## config.mk

```make
export PLATFORM = sky130hd
export DESIGN_NAME = irq_entry_seq
export DESIGN_NICKNAME = d
export VERILOG_FILES = /design/src/rtl/irq_entry_pkg.sv /design/src/rtl/irq_entry_ctrl.sv /design/src/rtl/irq_entry_dp.sv /design/src/rtl/irq_entry_seq.sv
export SDC_FILE = /design/constraint.sdc
export NUM_CORES = 1
export LEC_CHECK = 0
export CORE_MARGIN = 4
export CORE_UTILIZATION = 55
export CTS_CLUSTER_SIZE = 8
export DETAILED_ROUTE_END_ITERATION = 6
export DONT_BUFFER_PORTS = 1
export PLACE_DENSITY = 0.7
export SLEW_MARGIN = 20
export SYNTH_ARGS = -nofsm -noshare
export SYNTH_HDL_FRONTEND = slang
export SYNTH_SLANG_ARGS = --single-unit
```

## constraint.sdc

```tcl
create_clock -name clk -period 1.8 [get_ports clk]
set_input_delay 0.36 -clock clk [delete_from_list [all_inputs] [get_ports clk]]
set_output_delay 0.36 -clock clk [all_outputs]
set_load 0.01 [all_outputs]
```

## src/rtl/irq_entry_pkg.sv

```systemverilog
`timescale 1ns/1ps
package irq_entry_pkg;

  typedef enum logic [3:0] {
    S_IDLE, S_DISC0, S_DISC1, S_DISC2, S_PUSH_HI, S_PUSH_LO,
    S_DISC3, S_DISC4, S_PUSH_ST, S_VEC_LO, S_VEC_HI
  } seq_state_e;

  typedef struct packed {
    logic capture;
    logic isBrk;
    logic dummyRd;
    logic pushHi;
    logic pushLo;
    logic pushSt;
    logic vecLo;
    logic vecHi;
  } seq_strobe_t;

  localparam int FLAG_I = 2;
  localparam int FLAG_D = 3;
  localparam int FLAG_B = 4;
  localparam int FLAG_T = 5;

endpackage

```

## src/rtl/irq_entry_ctrl.sv

```systemverilog
`timescale 1ns/1ps
module irq_entry_ctrl
  import irq_entry_pkg::*;
(
  input  logic        clk,
  input  logic        rstN,
  input  logic        instrDone,
  input  logic        brkReq,
  input  logic        anyPend,
  output seq_strobe_t strb,
  output logic        busy
);

  seq_state_e state, stateNext;

  always_ff @(posedge clk) begin
    if (!rstN) state <= S_IDLE;
    else       state <= stateNext;
  end

  always_comb begin
    stateNext = state;
    strb      = '0;
    unique case (state)
      S_IDLE: begin
        if (instrDone) begin
          if (brkReq) begin
            strb.capture = 1'b1;
            strb.isBrk   = 1'b1;
            stateNext    = S_DISC2;
          end else if (anyPend) begin
            strb.capture = 1'b1;
            stateNext    = S_DISC0;
          end
        end
      end
      S_DISC0:   begin strb.dummyRd = 1'b1; stateNext = S_DISC1;   end
      S_DISC1:   begin strb.dummyRd = 1'b1; stateNext = S_DISC2;   end
      S_DISC2:   begin strb.dummyRd = 1'b1; stateNext = S_PUSH_HI; end
      S_PUSH_HI: begin strb.pushHi  = 1'b1; stateNext = S_PUSH_LO; end
      S_PUSH_LO: begin strb.pushLo  = 1'b1; stateNext = S_DISC3;   end
      S_DISC3:   begin strb.dummyRd = 1'b1; stateNext = S_DISC4;   end
      S_DISC4:   begin strb.dummyRd = 1'b1; stateNext = S_PUSH_ST; end
      S_PUSH_ST: begin strb.pushSt  = 1'b1; stateNext = S_VEC_LO;  end
      S_VEC_LO:  begin strb.vecLo   = 1'b1; stateNext = S_VEC_HI;  end
      S_VEC_HI:  begin strb.vecHi   = 1'b1; stateNext = S_IDLE;    end
      default:   stateNext = S_IDLE;
    endcase
  end

  assign busy = (state != S_IDLE);

  // entry only follows a finished instruction
  a_r3_start_after_done: assert property (@(posedge clk) disable iff (!rstN)
    $rose(busy) |-> $past(instrDone));

  // the sequence ends right after the high vector byte
  a_r11_end_after_vec: assert property (@(posedge clk) disable iff (!rstN)
    strb.vecHi |=> !busy);

endmodule

```

## src/rtl/irq_entry_dp.sv

```systemverilog
`timescale 1ns/1ps
module irq_entry_dp
  import irq_entry_pkg::*;
#(
  parameter int ADDR_W = 16,
  parameter int DATA_W = 8,
  parameter int NUM_SRC = 3,
  parameter logic [ADDR_W-DATA_W-1:0] STACK_PAGE = 8'h21,
  parameter logic [NUM_SRC*ADDR_W-1:0] VEC_TABLE = {16'hFFF6, 16'hFFF8, 16'hFFFA}
) (
  input  logic               clk,
  input  logic               rstN,
  input  seq_strobe_t        strb,
  input  logic [NUM_SRC-1:0] irqReq,
  input  logic [ADDR_W-1:0]  cpuPc,
  input  logic [DATA_W-1:0]  cpuStatus,
  input  logic [DATA_W-1:0]  cpuSp,
  input  logic [DATA_W-1:0]  busRdata,
  output logic               anyPend,
  output logic [ADDR_W-1:0]  busAddr,
  output logic               busRd,
  output logic               busWr,
  output logic [DATA_W-1:0]  busWdata,
  output logic               pcWe,
  output logic [ADDR_W-1:0]  pcNew,
  output logic               statusWe,
  output logic [DATA_W-1:0]  statusNew,
  output logic               spWe,
  output logic [DATA_W-1:0]  spNew
);

  localparam int SEL_W = (NUM_SRC > 1) ? $clog2(NUM_SRC) : 1;
  localparam logic [SEL_W-1:0] BRK_SEL = SEL_W'(NUM_SRC - 1);

  logic [NUM_SRC-1:0] pendReg;
  logic [SEL_W-1:0]   selReg, prioIdx;
  logic               brkReg;
  logic [ADDR_W-1:0]  pcReg, vecAddr;
  logic [DATA_W-1:0]  stReg, spReg, vecLoReg, pushedSt;

  // requests are masked while interrupts are disabled
  always_ff @(posedge clk) begin
    if (!rstN) pendReg <= '0;
    else       pendReg <= cpuStatus[FLAG_I] ? '0 : irqReq;
  end

  assign anyPend = |pendReg;

  always_comb begin
    prioIdx = BRK_SEL;
    for (int i = NUM_SRC - 1; i >= 0; i--) begin
      if (pendReg[i]) prioIdx = SEL_W'(i);
    end
  end

  always_ff @(posedge clk) begin
    if (!rstN) begin
      selReg   <= '0;
      brkReg   <= 1'b0;
      pcReg    <= '0;
      stReg    <= '0;
      spReg    <= '0;
      vecLoReg <= '0;
    end else begin
      if (strb.capture) begin
        selReg <= strb.isBrk ? BRK_SEL : prioIdx;
        brkReg <= strb.isBrk;
        pcReg  <= cpuPc;
        stReg  <= cpuStatus;
        spReg  <= cpuSp;
      end
      if (strb.pushHi || strb.pushLo || strb.pushSt) spReg <= spReg - 1'b1;
      if (strb.vecLo) vecLoReg <= busRdata;
    end
  end

  assign vecAddr = VEC_TABLE[int'(selReg)*ADDR_W +: ADDR_W];

  always_comb begin
    pushedSt         = stReg;
    pushedSt[FLAG_B] = brkReg;
  end

  always_comb begin
    busAddr  = pcReg;
    busWdata = '0;
    busRd    = strb.dummyRd | strb.vecLo | strb.vecHi;
    busWr    = strb.pushHi | strb.pushLo | strb.pushSt;
    if (busWr) busAddr = {STACK_PAGE, spReg};
    if (strb.pushHi) busWdata = pcReg[ADDR_W-1:DATA_W];
    if (strb.pushLo) busWdata = pcReg[DATA_W-1:0];
    if (strb.pushSt) busWdata = pushedSt;
    if (strb.vecLo)  busAddr  = vecAddr;
    if (strb.vecHi)  busAddr  = vecAddr + 1'b1;
  end

  always_comb begin
    statusNew         = stReg;
    statusNew[FLAG_D] = 1'b0;
    statusNew[FLAG_T] = 1'b0;
    statusNew[FLAG_I] = 1'b1;
  end

  assign statusWe = strb.pushSt;
  assign spWe     = busWr;
  assign spNew    = spReg - 1'b1;
  assign pcWe     = strb.vecHi;
  assign pcNew    = {busRdata, vecLoReg};

  // one bus direction per cycle
  a_r1_rd_wr_excl: assert property (@(posedge clk) disable iff (!rstN)
    !(busRd && busWr));

  // every write lands in the stack page
  a_r6_stack_page: assert property (@(posedge clk) disable iff (!rstN)
    busWr |-> busAddr[ADDR_W-1:DATA_W] == STACK_PAGE);

  // PC load follows a read of the preceding vector byte
  a_r11_vec_pair: assert property (@(posedge clk) disable iff (!rstN)
    pcWe |-> $past(busRd) && busAddr == $past(busAddr) + 1'b1);

  // committed source holds through the vector fetch
  a_r10_sel_hold: assert property (@(posedge clk) disable iff (!rstN)
    strb.vecHi |-> $stable(selReg));

endmodule

```

## src/rtl/irq_entry_seq.sv

```systemverilog
`timescale 1ns/1ps
module irq_entry_seq
  import irq_entry_pkg::*;
#(
  parameter int ADDR_W = 16,
  parameter int DATA_W = 8,
  parameter int NUM_SRC = 3,
  parameter logic [ADDR_W-DATA_W-1:0] STACK_PAGE = 8'h21,
  parameter logic [NUM_SRC*ADDR_W-1:0] VEC_TABLE = {16'hFFF6, 16'hFFF8, 16'hFFFA}
) (
  input  logic               clk,
  input  logic               rstN,
  input  logic [NUM_SRC-1:0] irqReq,
  input  logic               instrDone,
  input  logic               brkReq,
  input  logic [ADDR_W-1:0]  cpuPc,
  input  logic [DATA_W-1:0]  cpuStatus,
  input  logic [DATA_W-1:0]  cpuSp,
  output logic [ADDR_W-1:0]  busAddr,
  output logic               busRd,
  output logic               busWr,
  output logic [DATA_W-1:0]  busWdata,
  input  logic [DATA_W-1:0]  busRdata,
  output logic               pcWe,
  output logic [ADDR_W-1:0]  pcNew,
  output logic               statusWe,
  output logic [DATA_W-1:0]  statusNew,
  output logic               spWe,
  output logic [DATA_W-1:0]  spNew,
  output logic               busy
);

  seq_strobe_t strb;
  logic        anyPend;

  irq_entry_ctrl u_ctrl (
    .clk       (clk),
    .rstN      (rstN),
    .instrDone (instrDone),
    .brkReq    (brkReq),
    .anyPend   (anyPend),
    .strb      (strb),
    .busy      (busy)
  );

  irq_entry_dp #(
    .ADDR_W     (ADDR_W),
    .DATA_W     (DATA_W),
    .NUM_SRC    (NUM_SRC),
    .STACK_PAGE (STACK_PAGE),
    .VEC_TABLE  (VEC_TABLE)
  ) u_dp (
    .clk       (clk),
    .rstN      (rstN),
    .strb      (strb),
    .irqReq    (irqReq),
    .cpuPc     (cpuPc),
    .cpuStatus (cpuStatus),
    .cpuSp     (cpuSp),
    .busRdata  (busRdata),
    .anyPend   (anyPend),
    .busAddr   (busAddr),
    .busRd     (busRd),
    .busWr     (busWr),
    .busWdata  (busWdata),
    .pcWe      (pcWe),
    .pcNew     (pcNew),
    .statusWe  (statusWe),
    .statusNew (statusNew),
    .spWe      (spWe),
    .spNew     (spNew)
  );

endmodule

```

Word level (Yosys, flattened, before mapping)
Index checks and enable logic that the tools add are counted.
{"block": "word_totals", "inputBits": 47, "ff_bits": 50}
{"block": "op_classes", "mux": 26, "addsub": 2, "reduce_logical": 9, "n_shift": 1, "n_eq_ne": 12, "bitwise_logic": 5}
{"cell": "two-way mux 16 bit", "n": 3}
{"cell": "indexed part select 48 x 7 -> 16 bit (first input constant)", "n": 1}
{"cell": "two-way mux 8 bit", "n": 5}
{"cell": "case mux 4 bit (10 select lines)", "n": 1}
{"cell": "adder 16 x 1 -> 16 bit (second input constant)", "n": 1}
{"cell": "equality test 4 x 3 -> 1 bit (second input constant)", "n": 4}
{"cell": "equality test 4 bit (second input constant)", "n": 3}
{"cell": "two-way mux 4 bit", "n": 3}
{"cell": "two-way mux 2 bit", "n": 5}
{"cell": "two-way mux 1 bit", "n": 9}
{"cell": "equality test 4 x 2 -> 1 bit (second input constant)", "n": 2}
{"cell": "subtractor 8 x 1 -> 8 bit (second input constant)", "n": 1}
{"cell": "OR reduction 5 bit", "n": 1}
{"cell": "equality test 4 x 1 -> 1 bit (second input constant)", "n": 1}
{"cell": "zero test 4 bit", "n": 1}
{"cell": "bitwise OR 1 bit", "n": 4}
{"cell": "nonzero test 4 bit", "n": 1}
{"cell": "!= test 3 bit (second input constant)", "n": 1}
{"cell": "OR reduction 3 bit", "n": 1}
{"cell": "logical OR 1 bit", "n": 2}
{"cell": "!= test 2 bit (second input constant)", "n": 1}
{"cell": "AND reduction 2 bit", "n": 1}
{"cell": "nonzero test 2 bit", "n": 1}
{"cell": "OR reduction 2 bit", "n": 1}
{"cell": "NOT 1 bit", "n": 1}

Logic depth before layout (Yosys ltp)
Gate-level depths: netlist (run 1).
{"block": "logic_depth", "word_depth": 7, "mapped_depth": 8, "depth_no_buf": 6}

Hierarchy
A second synthesis (run 1) with hierarchy kept.
{"block": "hier_totals", "hier_cells": 326, "area_unflattened_um2": 2751.4}
{"mod": "irq_entry_dp", "area_per_inst_um2": 2493.6, "cells_per_inst": 294, "instances": 1, "seq_area_each_um2": 920.9}
{"mod": "irq_entry_ctrl", "area_per_inst_um2": 257.7, "cells_per_inst": 32, "instances": 1, "seq_area_each_um2": 80.1}

Worst setup path after synthesis (run 1)
OpenSTA, ideal clock, no wires.
{"block": "synth_path", "path_kind": "reg-to-output", "from": "register u_ctrl.state[2]", "to": "output busAddr[13]", "t_required_ns": 1.440, "arrival_time_ns": 1.741, "setup_slack_ns": -0.301, "path_stages_with_launch": 9, "path_buffers": 3, "path_cell_list": "dfxtp_1 -> buf_6 -> nor4b_4 -> o21ba_1 -> buf_6 -> inv_1 -> buf_4 -> nor2_1 -> o21ai_0"}
{"block": "synth_via", "word_cells_on_any_way": 15, "classes_between": "eq/ne: 5; mux: 8; bitwise: 2"}
{"element": "from (decl)", "line_no": "irq_entry_ctrl.sv:14", "rtl": "seq_state_e state, stateNext;"}
{"element": "from (signal assigned)", "line_no": "irq_entry_ctrl.sv:18", "rtl": "else state <= stateNext;"}
{"element": "equality test 4 bit", "line_no": "irq_entry_ctrl.sv:24", "rtl": "unique case (state)"}
{"element": "two-way mux 1 bit", "line_no": "irq_entry_ctrl.sv:24"}
{"element": "net statusWe", "line_no": "irq_entry_seq.sv:26", "rtl": "output logic statusWe,"}
{"element": "bitwise OR 1 bit", "line_no": "irq_entry_dp.sv:88", "rtl": "busWr = strb.pushHi | strb.pushLo | strb.pushSt;"}
{"element": "net busWr", "line_no": "irq_entry_seq.sv:21", "rtl": "output logic busWr,"}
{"element": "two-way mux 16 bit", "line_no": "irq_entry_dp.sv:89", "rtl": "if (busWr) busAddr = {STACK_PAGE, spReg};"}
{"element": "two-way mux 16 bit", "line_no": "irq_entry_dp.sv:93", "rtl": "if (strb.vecLo) busAddr = vecAddr;"}
{"element": "two-way mux 16 bit", "line_no": "irq_entry_dp.sv:94", "rtl": "if (strb.vecHi) busAddr = vecAddr + 1'b1;"}
{"element": "to (decl)", "line_no": "irq_entry_seq.sv:19", "rtl": "output logic [ADDR_W-1:0] busAddr,"}
The timed path passes the listed nets, and every way through them passes these cells.

Worst setup path after layout (run 1)
{"block": "layout_path", "from": "register u_ctrl.state[2]", "to": "output busAddr[0]"}
{"block": "layout_via", "elab_chain_cells": 7, "word_cells_on_any_way": 15, "classes_between": "eq/ne: 5; mux: 8; bitwise: 2"}
{"element": "equality test 4 x 3 -> 1 bit", "line_no": "irq_entry_ctrl.sv:24"}
{"element": "two-way mux 1 bit", "line_no": "irq_entry_ctrl.sv:24"}
{"element": "bitwise OR 1 bit (2 in a row)", "line_no": "irq_entry_dp.sv:88"}
{"element": "two-way mux 16 bit", "line_no": "irq_entry_dp.sv:89"}
{"element": "two-way mux 16 bit", "line_no": "irq_entry_dp.sv:93"}
{"element": "two-way mux 16 bit *", "line_no": "irq_entry_dp.sv:94"}
Every way passes the cells marked *; elsewhere a longest branch is shown, timed or not.

==> reports/metrics.csv, run 1 <==
metric;value;unit
status;finished with violations;
violations;DRC, setup timing;
cts.sinks;50;
drv_slew;0;
slowest_delay;0.37;ns
hp-class;input pin to flop;
area_growth;25.6;%
setup_viol;31;
place_hpwl;5.13;mm
end_kind;primary output;
setup_ws;-0.293;ns
crit_path_max_fanout;10;
wl_per_cell;18.0;µm
syn-instance-count;334;
clk_root_buffer_cell;clkbuf_8;
layout_common_cells;76 x nand2_1, 56 x buf_4, 45 x dfxtp_1;
antenna_found_initial;0;
clock_latency;0.31;ns
cts_max_path_buffers;2;
synth_top_flop_cell;dfxtp_1;
netlist_top_cells_area;dfxtp_1 38%, nand2_1 11%, a21oi_1 7.9%;
yosysTopAreaCell;dfxtp_1;
fin_crit;2.09;ns
grt_pass1_wl;12.2;mm
vias;2470;
yosysWarnings;0;
mostFrequentLayoutCell;nand2_1;
power_density;970;mW/mm²
h-tree-depth;2;
portBuffers;0;
nFillCells;337;
postCtsHoldBufs;0;
crit_required;1.44;ns
place_congestion;0.877;
peakVddDrop;691;µV
placed_cells;397;
core-area;0.00447;mm²
drv_cap;0;
antenna_cells;0;
grt_max_degree;26;
ys_seq_elements;50;
startpoint_type;flop;
dieWidth;76.8;µm
via_per_inst;5.92;
dieHeight;76.8;µm
track_usage;0.256;
arrival;1.73;ns
syn-mean-instance-area;7.79;µm²
cp_slowest_cell;dfxtp_2;
cts.clk_slew.worst_paths;0.09;ns
antenna_left;0;
post_synth_instance_area;0.00260;mm²
postLayoutCoreUtil;0.730;
drt-initial-drc-count;163;
grt_pass1_vias;2506;
synth_seq_area_share;0.385;
synth_top_cell_area_share;0.385;
start_util;0.582;
drt-total-wl;7.52;mm
grt_overflow;0;
dr.pass1.iters;7;
rsz0062_at_grt;yes;
finish.net_count;413;
hold_viol;0;
synth_cell_type_count;46;
synth_edf_count;0;
crit_type;flop to primary output;
cts_buffers;5;
drive_gt1_frac;0.296;
min_period_over_period;1.16;
drcViolationCount;11;
num_rows;24;
ios;109;
power.leakage;1.44;nW
finClkSkew;0.00427;ns
crit_chain;or2b_1 -> o21ba_4 -> mux2i_1 -> o21bai_1 -> buf_4;
die_area;0.00590;mm²
cts_tree;built;
instances_no_fill;417;
fmax;0.478;GHz
async_flop_share;0;
[final cells by class]
class / count / area (µm²) / area share
clock buffers: 6 / 82.6 / 0.0253
clock inverters: 1 / 30.0 / 0.00919
flip-flops and latches: 50 / 1010 / 0.310
repair buffers: 63 / 517 / 0.158
inverters: 15 / 56.3 / 0.0172
multi-input cells: 230 / 1500 / 0.460
well taps: 52 / 65.1 / 0.0199
[final timing paths]
check	from	to	slack, ns	cells past startpoint
max	u_ctrl.state[2]	busAddr[0]	-0.29	5
min	rstN	u_dp.spReg[0]	0.17	1
max reg2reg	u_dp.spReg[0]	u_dp.spReg[4]	0.03	9
min reg2reg	u_dp.stReg[3]	u_dp.stReg[3]	0.48	2
[worst max-delay path, delay by kind of cell (launching register included)]
family	cells	cell delay [ns]
compound gates	2	0.38
flops	1	0.37
simple gates	1	0.27
mux	1	0.25
buf+inv	1	0.15
[kinds of logic after synthesis]
kind of cell / Yosys count / synth area share
and+or+nand+nor: 122 / 0.213
muxes: 11 / 0.0423
xor gates and xnor gates: 7 / 0.0236
AOI/OAI and AO/OA: 86 / 0.212
other: 2 / 0.00289
buffers and inverters: 55 / 0.117
DFF: 50 / 0.385
adders and majority gates: 1 / 0.00481
[flip-flops by register name, indices dropped and copies added (netlist names)]
signal,cells
u_dp.pcReg,16
u_dp.stReg,8
u_dp.vecLoReg,8
u_dp.pendReg,3
u_dp.selReg,2
u_dp.brkReg,1
u_dp.spReg,8
u_ctrl.state,4
[routing by layer]
metal | vias up | global-route usage | wire, µm
met5 | - | 0 | 0
met4 | 0 | 0.105 | 211
met3 | 23 | 0.0796 | 756
met2 | 130 | 0.439 | 3700
met1 | 1146 | 0.293 | 2850
li1 | 1171 | - | -
[synth_stat cells, types with 4 or more instances]
cell type  count
xor2_1         4
a222oi_1       8
buf_4         21
mux2i_1       11
o211ai_1       4
clkbuf_1      13
o21ai_0       12
a21o_1         6
nor3_1         6
and2_1         6
a21oi_1       41
nor2_1        14
nand2_1       77
buf_2          4
dfxtp_1       50
inv_1         15
[timing repair]
item                                    in CTS  in global routing
gates resized for setup                     46                  9
pin swaps                                   11                  5
buffers inserted                            10                  5
endpoints found under the setup margin      50                 63
cloned                                       1                  0
[stage by stage]
stage	total power [mW]	setup TNS (ns)	hold slack, ns	worst slack [ns]	instance area [µm²]
floorplan	1.86	-2.24	0.436	-0.284	2630
global placement	2.13	-0.0324	0.444	-0.0154	2840
detailed placement	2.15	-0.377	0.456	-0.0439	2840
CTS	3.09	-5.74	0.165	-0.259	3190
global route	3.33	-8.67	0.167	-0.353	3270
finish	3.17	-6.33	0.168	-0.293	3270
[where the power goes]
group          internal, mW  switching [mW]  leakage, nW
clock network         0.445           0.366       0.0573
logic                 0.522           0.535        0.977
registers              1.20           0.108        0.411
total                  2.16            1.01         1.44
Note: power is estimated with default switching activity, not from simulation.
==> run 2: changes to the inputs <==
--- a/config.mk
+++ b/config.mk
@@ -6,11 +6,12 @@
 export NUM_CORES = 1
 export LEC_CHECK = 0
 export CORE_MARGIN = 4
-export CORE_UTILIZATION = 55
+export CORE_UTILIZATION = 57
 export CTS_CLUSTER_SIZE = 8
 export DETAILED_ROUTE_END_ITERATION = 6
 export DONT_BUFFER_PORTS = 1
-export PLACE_DENSITY = 0.7
+export MAX_ROUTING_LAYER = met4
+export PLACE_DENSITY = 0.72
 export SLEW_MARGIN = 20
 export SYNTH_ARGS = -nofsm -noshare
 export SYNTH_HDL_FRONTEND = slang
==> run 2 against run 1 <==
The run ends with setup timing left. Worst hold slack gained 0.0055 ns. Register-to-register slack lost 0.19 ns. Total power shrank 2.4%. Critical path depth grew 1.
==> reports/metrics.csv, run 2 (same netlist as run 1, synthesis figures left out) <==
metric;value;unit;change
drt-total-wl;8.11;mm;+7.8%
track_usage;0.275;;+0.0192
hp-class;input pin to flop;;
grt_pass1_vias;2339;;-6.7%
postCtsHoldBufs;0;;unchanged
grt_pass1_wl;11.6;mm;-5.3%
dieHeight;75.6;µm;-1.6%
place_congestion;0.865;;-1.3%
min_period_over_period;1.21;;+0.0513
end_kind;primary output;;
cts_tree;built;;
setup_viol;38;;+23%
place_hpwl;5.04;mm;-1.8%
grt_overflow;0;;unchanged
r2r-start;u_ctrl.state[2];;
core-area;0.00438;mm²;-2.0%
hp-start;irqReq[1];;
vias;2582;;+4.5%
timing.hold.ws;0.174;ns;+0.00548 ns
cts.sinks;50;;unchanged
power.leakage;1.47;nW;+2.0%
status;finished with violations;;
h-tree-depth;2;;unchanged
via_per_inst;6.16;;+4.0%
rr_endpoint;u_dp.spReg[0];;
cts_buffers;5;;unchanged
grt_max_degree;39;;+50%
cts_max_path_buffers;2;;unchanged
r2r_slack;-0.16;ns;-0.19 ns
num_rows;24;;unchanged
die_area;0.00571;mm²;-3.2%
clock_latency;0.30;ns;about the same
finalSetupTns;-7.91;ns;-1.58 ns
rr_worst_depth;9;;unchanged
drv_cap;0;;unchanged
hold_viol;0;;unchanged
hold_depth;1;;unchanged
layout_common_cells;76 x nand2_1, 46 x buf_4, 44 x dfxtp_1;;
startpoint_type;flop;;
setup_ws;-0.385;ns;-0.0924 ns
peakVddDrop;658;µV;-4.8%
portBuffers;0;;unchanged
min_to;u_dp.pendReg[1];;
cts.clk_slew.worst_paths;0.09;ns;about the same
finish.net_count;414;;+0.24%
dp_slack;-0.0687;ns;-0.0247 ns
wl_per_cell;19.3;µm;+7.3%
fin_crit;2.19;ns;+0.0924 ns
dr.pass1.iters;5;;-2
postLayoutCoreUtil;0.774;;+0.0438
crit_path_max_fanout;4;;-6
antenna_found_initial;0;;unchanged
drive_gt1_frac;0.330;;+0.0338
rsz0062_at_grt;yes;;
arrival;1.83;ns;+0.10 ns
finClkSkew;0.00421;ns;-0.0000551 ns
top_register;u_dp.pcReg;;
start_util;0.594;;+0.0120
fmax;0.458;GHz;-4.2%
drv_slew;0;;unchanged
antenna_left;0;;unchanged
antenna_cells;0;;unchanged
area_growth;30.4;%;
crit_required;1.44;ns;about the same
drcViolationCount;0;;-11
violations;setup timing;;
crit_type;flop to primary output;;
dieWidth;75.6;µm;-1.6%
clk_root_buffer_cell;clkbuf_8;;
drt-initial-drc-count;216;;+33%
ios;109;;unchanged
largest_register_ffs;16;;unchanged
mostFrequentLayoutCell;nand2_1;;
power_density;912;mW/mm²;-6.0%
## run 2: cell types whose count changed in the layout (fill, tap and decap cells not counted), moves of 2 or more
cell     previous run  this run
o21ai_1             5         1
buf_6               5        12
buf_4              56        46
buf_12              2         4
o21ai_2             4         8
## run 2: critical path, cell delays in order (launching register included)
cell and delay [ns]:
dfxtp_4 0.38, or2b_4 0.30, o21ba_4 0.22, buf_6 0.13
mux2i_2 0.15, mux2i_2 0.18, buf_4 0.15
## run 2: layer usage
metal / share of wire / up-vias / global-route usage
met4: 0.031 / 0 / 0.101
met1: 0.38 / 1223 / 0.338
met2: 0.51 / 145 / 0.435
met3: 0.079 / 29 / 0.0699
li1: - / 1185 / -
met5: 0 / - / -
## run 2: final cells by class
type                       count  area, µm²
multi-input combinational    230       1560
inverter                      15       61.3
clock buffer                   7       86.3
tap                           52       65.1
fill                         285        990
sequential                    50       1020
clock inverter                 1       5.00
timing repair buffer          64        604
## run 2: how the worst max path moves through the flow
stage / from / to / slack, ns
2_1_floorplan: u_ctrl.state[2] / busAddr[3] / -0.28
3_3_place_gp: u_ctrl.state[2] / busAddr[3] / -0.02
3_5_place_dp: u_ctrl.state[2] / busAddr[3] / -0.07
4_1_cts: u_ctrl.state[2] / busAddr[3] / -0.32
5_1_grt: u_ctrl.state[2] / busAddr[1] / -0.43
6_report: u_ctrl.state[2] / busAddr[1] / -0.39
## run 2: power by group
part / total, mW / switching, mW / internal [mW]
Clock: 0.667 / 0.356 / 0.311
Sequential: 1.32 / 0.117 / 1.20
Combinational: 1.11 / 0.563 / 0.551
Total: 3.10 / 1.04 / 2.06
## run 2: metrics by stage
stage / total power [mW] / cell area [µm²] / instances
finish: 3.10 / 3390 / 419
global route: 3.25 / 3390 / 419
CTS: 2.96 / 3190 / 408
detailed placement: 2.14 / 2790 / 390
global placement: 2.12 / 2790 / 390
floorplan: 1.86 / 2630 / 335
## run 2: what timing repair did
action                                  CTS  global route
pin swaps                                17            16
cloned                                    1             1
gates resized for setup                  49            27
setup buffers                             9            11
endpoints found under the setup margin   35            44
==> run 3: changes to the inputs <==
--- a/config.mk
+++ b/config.mk
@@ -6,12 +6,12 @@
 export NUM_CORES = 1
 export LEC_CHECK = 0
 export CORE_MARGIN = 4
-export CORE_UTILIZATION = 57
+export CORE_UTILIZATION = 63
 export CTS_CLUSTER_SIZE = 8
 export DETAILED_ROUTE_END_ITERATION = 6
 export DONT_BUFFER_PORTS = 1
 export MAX_ROUTING_LAYER = met4
-export PLACE_DENSITY = 0.72
+export PLACE_DENSITY = 0.76
 export SLEW_MARGIN = 20
 export SYNTH_ARGS = -nofsm -noshare
 export SYNTH_HDL_FRONTEND = slang
==> constraint.sdc (replaced) <==
create_clock -name clk -period 2.15 [get_ports clk]
set_input_delay 0.43 -clock clk [delete_from_list [all_inputs] [get_ports clk]]
set_output_delay 0.43 -clock clk [all_outputs]
set_load 0.01 [all_outputs]
==> run 3 against run 2 <==
The run still ends with setup timing left. Sequential share of layout area is 4.6 points higher. Register-to-register slack improved by 0.39 ns. Routed wire length shrank 17%. Count of clock-buffer cells in the layout shrank 1. Clock power is 12% lower. Cell count fell by 7.2%. Total power down 23%. Critical endpoint is now spNew[6]. Largest power group unchanged. Highest routed layer unchanged.
==> reports/metrics.csv, run 3 (same netlist as run 1, synthesis figures left out) <==
metric;value;unit;change
power.leakage;1.27;nW;-14%
postCtsHoldBufs;0;;unchanged
setup_ws;-0.0292;ns;+0.356 ns
top_usage_layer;met2;;
drive_gt1_frac;0.218;;-0.111
track_usage;0.258;;-0.0165
wl_per_cell;17.2;µm;-11%
grt_max_degree;37;;-5.1%
finalSetupTns;-0.0378;ns;+7.87 ns
hold_viol;0;;unchanged
combPwrFrac;0.291;;-0.069
ios;109;;unchanged
rsz0062_at_grt;yes;;
peakVddDrop;584;µV;-11%
power.switching;0.809;mW;-22%
top_register;u_dp.pcReg;;
clock_latency;0.30;ns;about the same
place_hpwl;4.76;mm;-5.5%
placed_cells;374;;-4.1%
use_met2;0.410;;-0.0258
dieHeight;72.3;µm;-4.4%
grt_overflow;0;;unchanged
h-tree-depth;2;;unchanged
start_util;0.651;;+0.0570
layout_common_cells;77 x nand2_1, 44 x dfxtp_1, 40 x a21oi_1;;
cts_max_path_buffers;2;;unchanged
drv_cap;0;;unchanged
instances_no_fill;389;;-7.2%
via_per_inst;6.09;;-1.2%
crit_path_max_fanout;4;;unchanged
mostFrequentLayoutCell;nand2_1;;
antenna_found_initial;0;;unchanged
vias;2368;;-8.3%
dp_slack;0.126;ns;+0.195 ns
internal-power;1.56;mW;-24%
cts_buffers;5;;unchanged
hp-class;input pin to flop;;
die_area;0.00522;mm²;-8.5%
place_congestion;0.949;;+9.7%
grt_pass1_vias;2154;;-7.9%
end_kind;primary output;;
dr.pass1.iters;5;;unchanged
startpoint_type;flop;;
timing.hold.ws;0.230;ns;+0.0563 ns
area_growth;12.9;%;
drv_slew;0;;unchanged
drt-initial-drc-count;219;;+1.4%
cts_tree;built;;
pwr-share-seq;0.462;;+0.037
min_period_over_period;1.01;;
portBuffers;0;;unchanged
setup_viol;3;;-92%
violations;setup timing;;
antenna_cells;0;;unchanged
clk_root_buffer_cell;clkbuf_8;;
fin_crit;2.18;ns;
drcViolationCount;0;;unchanged
dieWidth;72.3;µm;-4.4%
cts.clk_slew.worst_paths;0.09;ns;about the same
finClkSkew;0.00253;ns;-0.00168 ns
total_power;2.37;mW;-23%
arrival;1.75;ns;-0.08 ns
grt.met1_usage;0.325;;-0.0136
status;finished with violations;;
grtUsageMet3;0.0609;;-0.00898
crit_type;flop to primary output;;
cts.sinks;50;;unchanged
largest_register_ffs;16;;unchanged
power_density;807;mW/mm²;-12%
clkPwrFrac;0.247;;+0.032
core-area;0.00400;mm²;-8.8%
antenna_left;0;;unchanged
crit_required;1.72;ns;+0.28 ns
num_rows;23;;-4.2%
grt_pass1_wl;10.3;mm;-11%
fmax;0.459;GHz;
finish.net_count;386;;-6.8%
switching_share;0.341;;+0.00635
drt-total-wl;6.71;mm;-17%
run 3: changes by cell type in the layout (fill, tap and decap cells not counted), moves of 2 or more:
cell	change
nor2_4	-2
mux2i_2	-2
buf_12	-4
clkinv_4	+2
buf_6	-9
mux2i_1	+2
o21ai_2	-6
o21ai_0	+2
o21ai_1	+4
and2_4	-2
buf_4	-14
run 3: worst paths after layout:
kind                    from         endpoint  slack, ns  cells after the start
min                     rstN    u_dp.spReg[0]       0.23                      1
min reg2reg  u_ctrl.state[3]  u_ctrl.state[2]       0.46                      1
max reg2reg  u_ctrl.state[0]   u_dp.pcReg[15]       0.23                      6
max            u_dp.spReg[1]         spNew[6]      -0.03                      5
run 3: power groups by stage:
stage	sequential, mW	combinational, mW	clock (mW)
CTS	1.09	0.621	0.602
detailed placement	1.10	0.561	0
floorplan	1.07	0.476	0
global placement	1.10	0.551	0
finish	1.09	0.690	0.586
global route	1.10	0.746	0.634
run 3: critical path, cell delays in order, from the launching register on:
cell and delay (ns):
dfxtp_2 0.35, inv_2 0.07, ha_4 0.13, or3b_4 0.40, nor3_4 0.23, xor2_2 0.27
run 3: layout make-up:
class                           count  area (µm²)
Clock buffer                        6        82.6
Clock inverter                      2        17.5
Fill cell                         304        1060
Inverter                           15        58.8
Multi-Input combinational cell    230        1420
Sequential cell                    50        1010
Tap cell                           50        62.6
Timing Repair Buffer               36         279
run 3: metrics by stage:
| step | util | cell area [µm²] |
|---|---|---|
| finish | 0.734 | 2940 |
| global placement | 0.660 | 2640 |
| global route | 0.734 | 2940 |
| floorplan | - | 2620 |
| CTS | 0.711 | 2840 |
| detailed placement | 0.660 | 2640 |
run 3: per-layer routing:
layer	up-vias	share of wire	routed length [µm]
li1	1123	-	-
met1	1097	0.39	2590
met2	132	0.49	3270
met3	16	0.10	685
met4	0	0.024	161
met5	-	0	0
run 3: timing repair:
item / in CTS / in global routing
gates cloned: 1 / 0
endpoints found under the setup margin: 30 / 29
resized for setup: 24 / 20
setup buffers: 1 / 5
pin swaps: 3 / 5
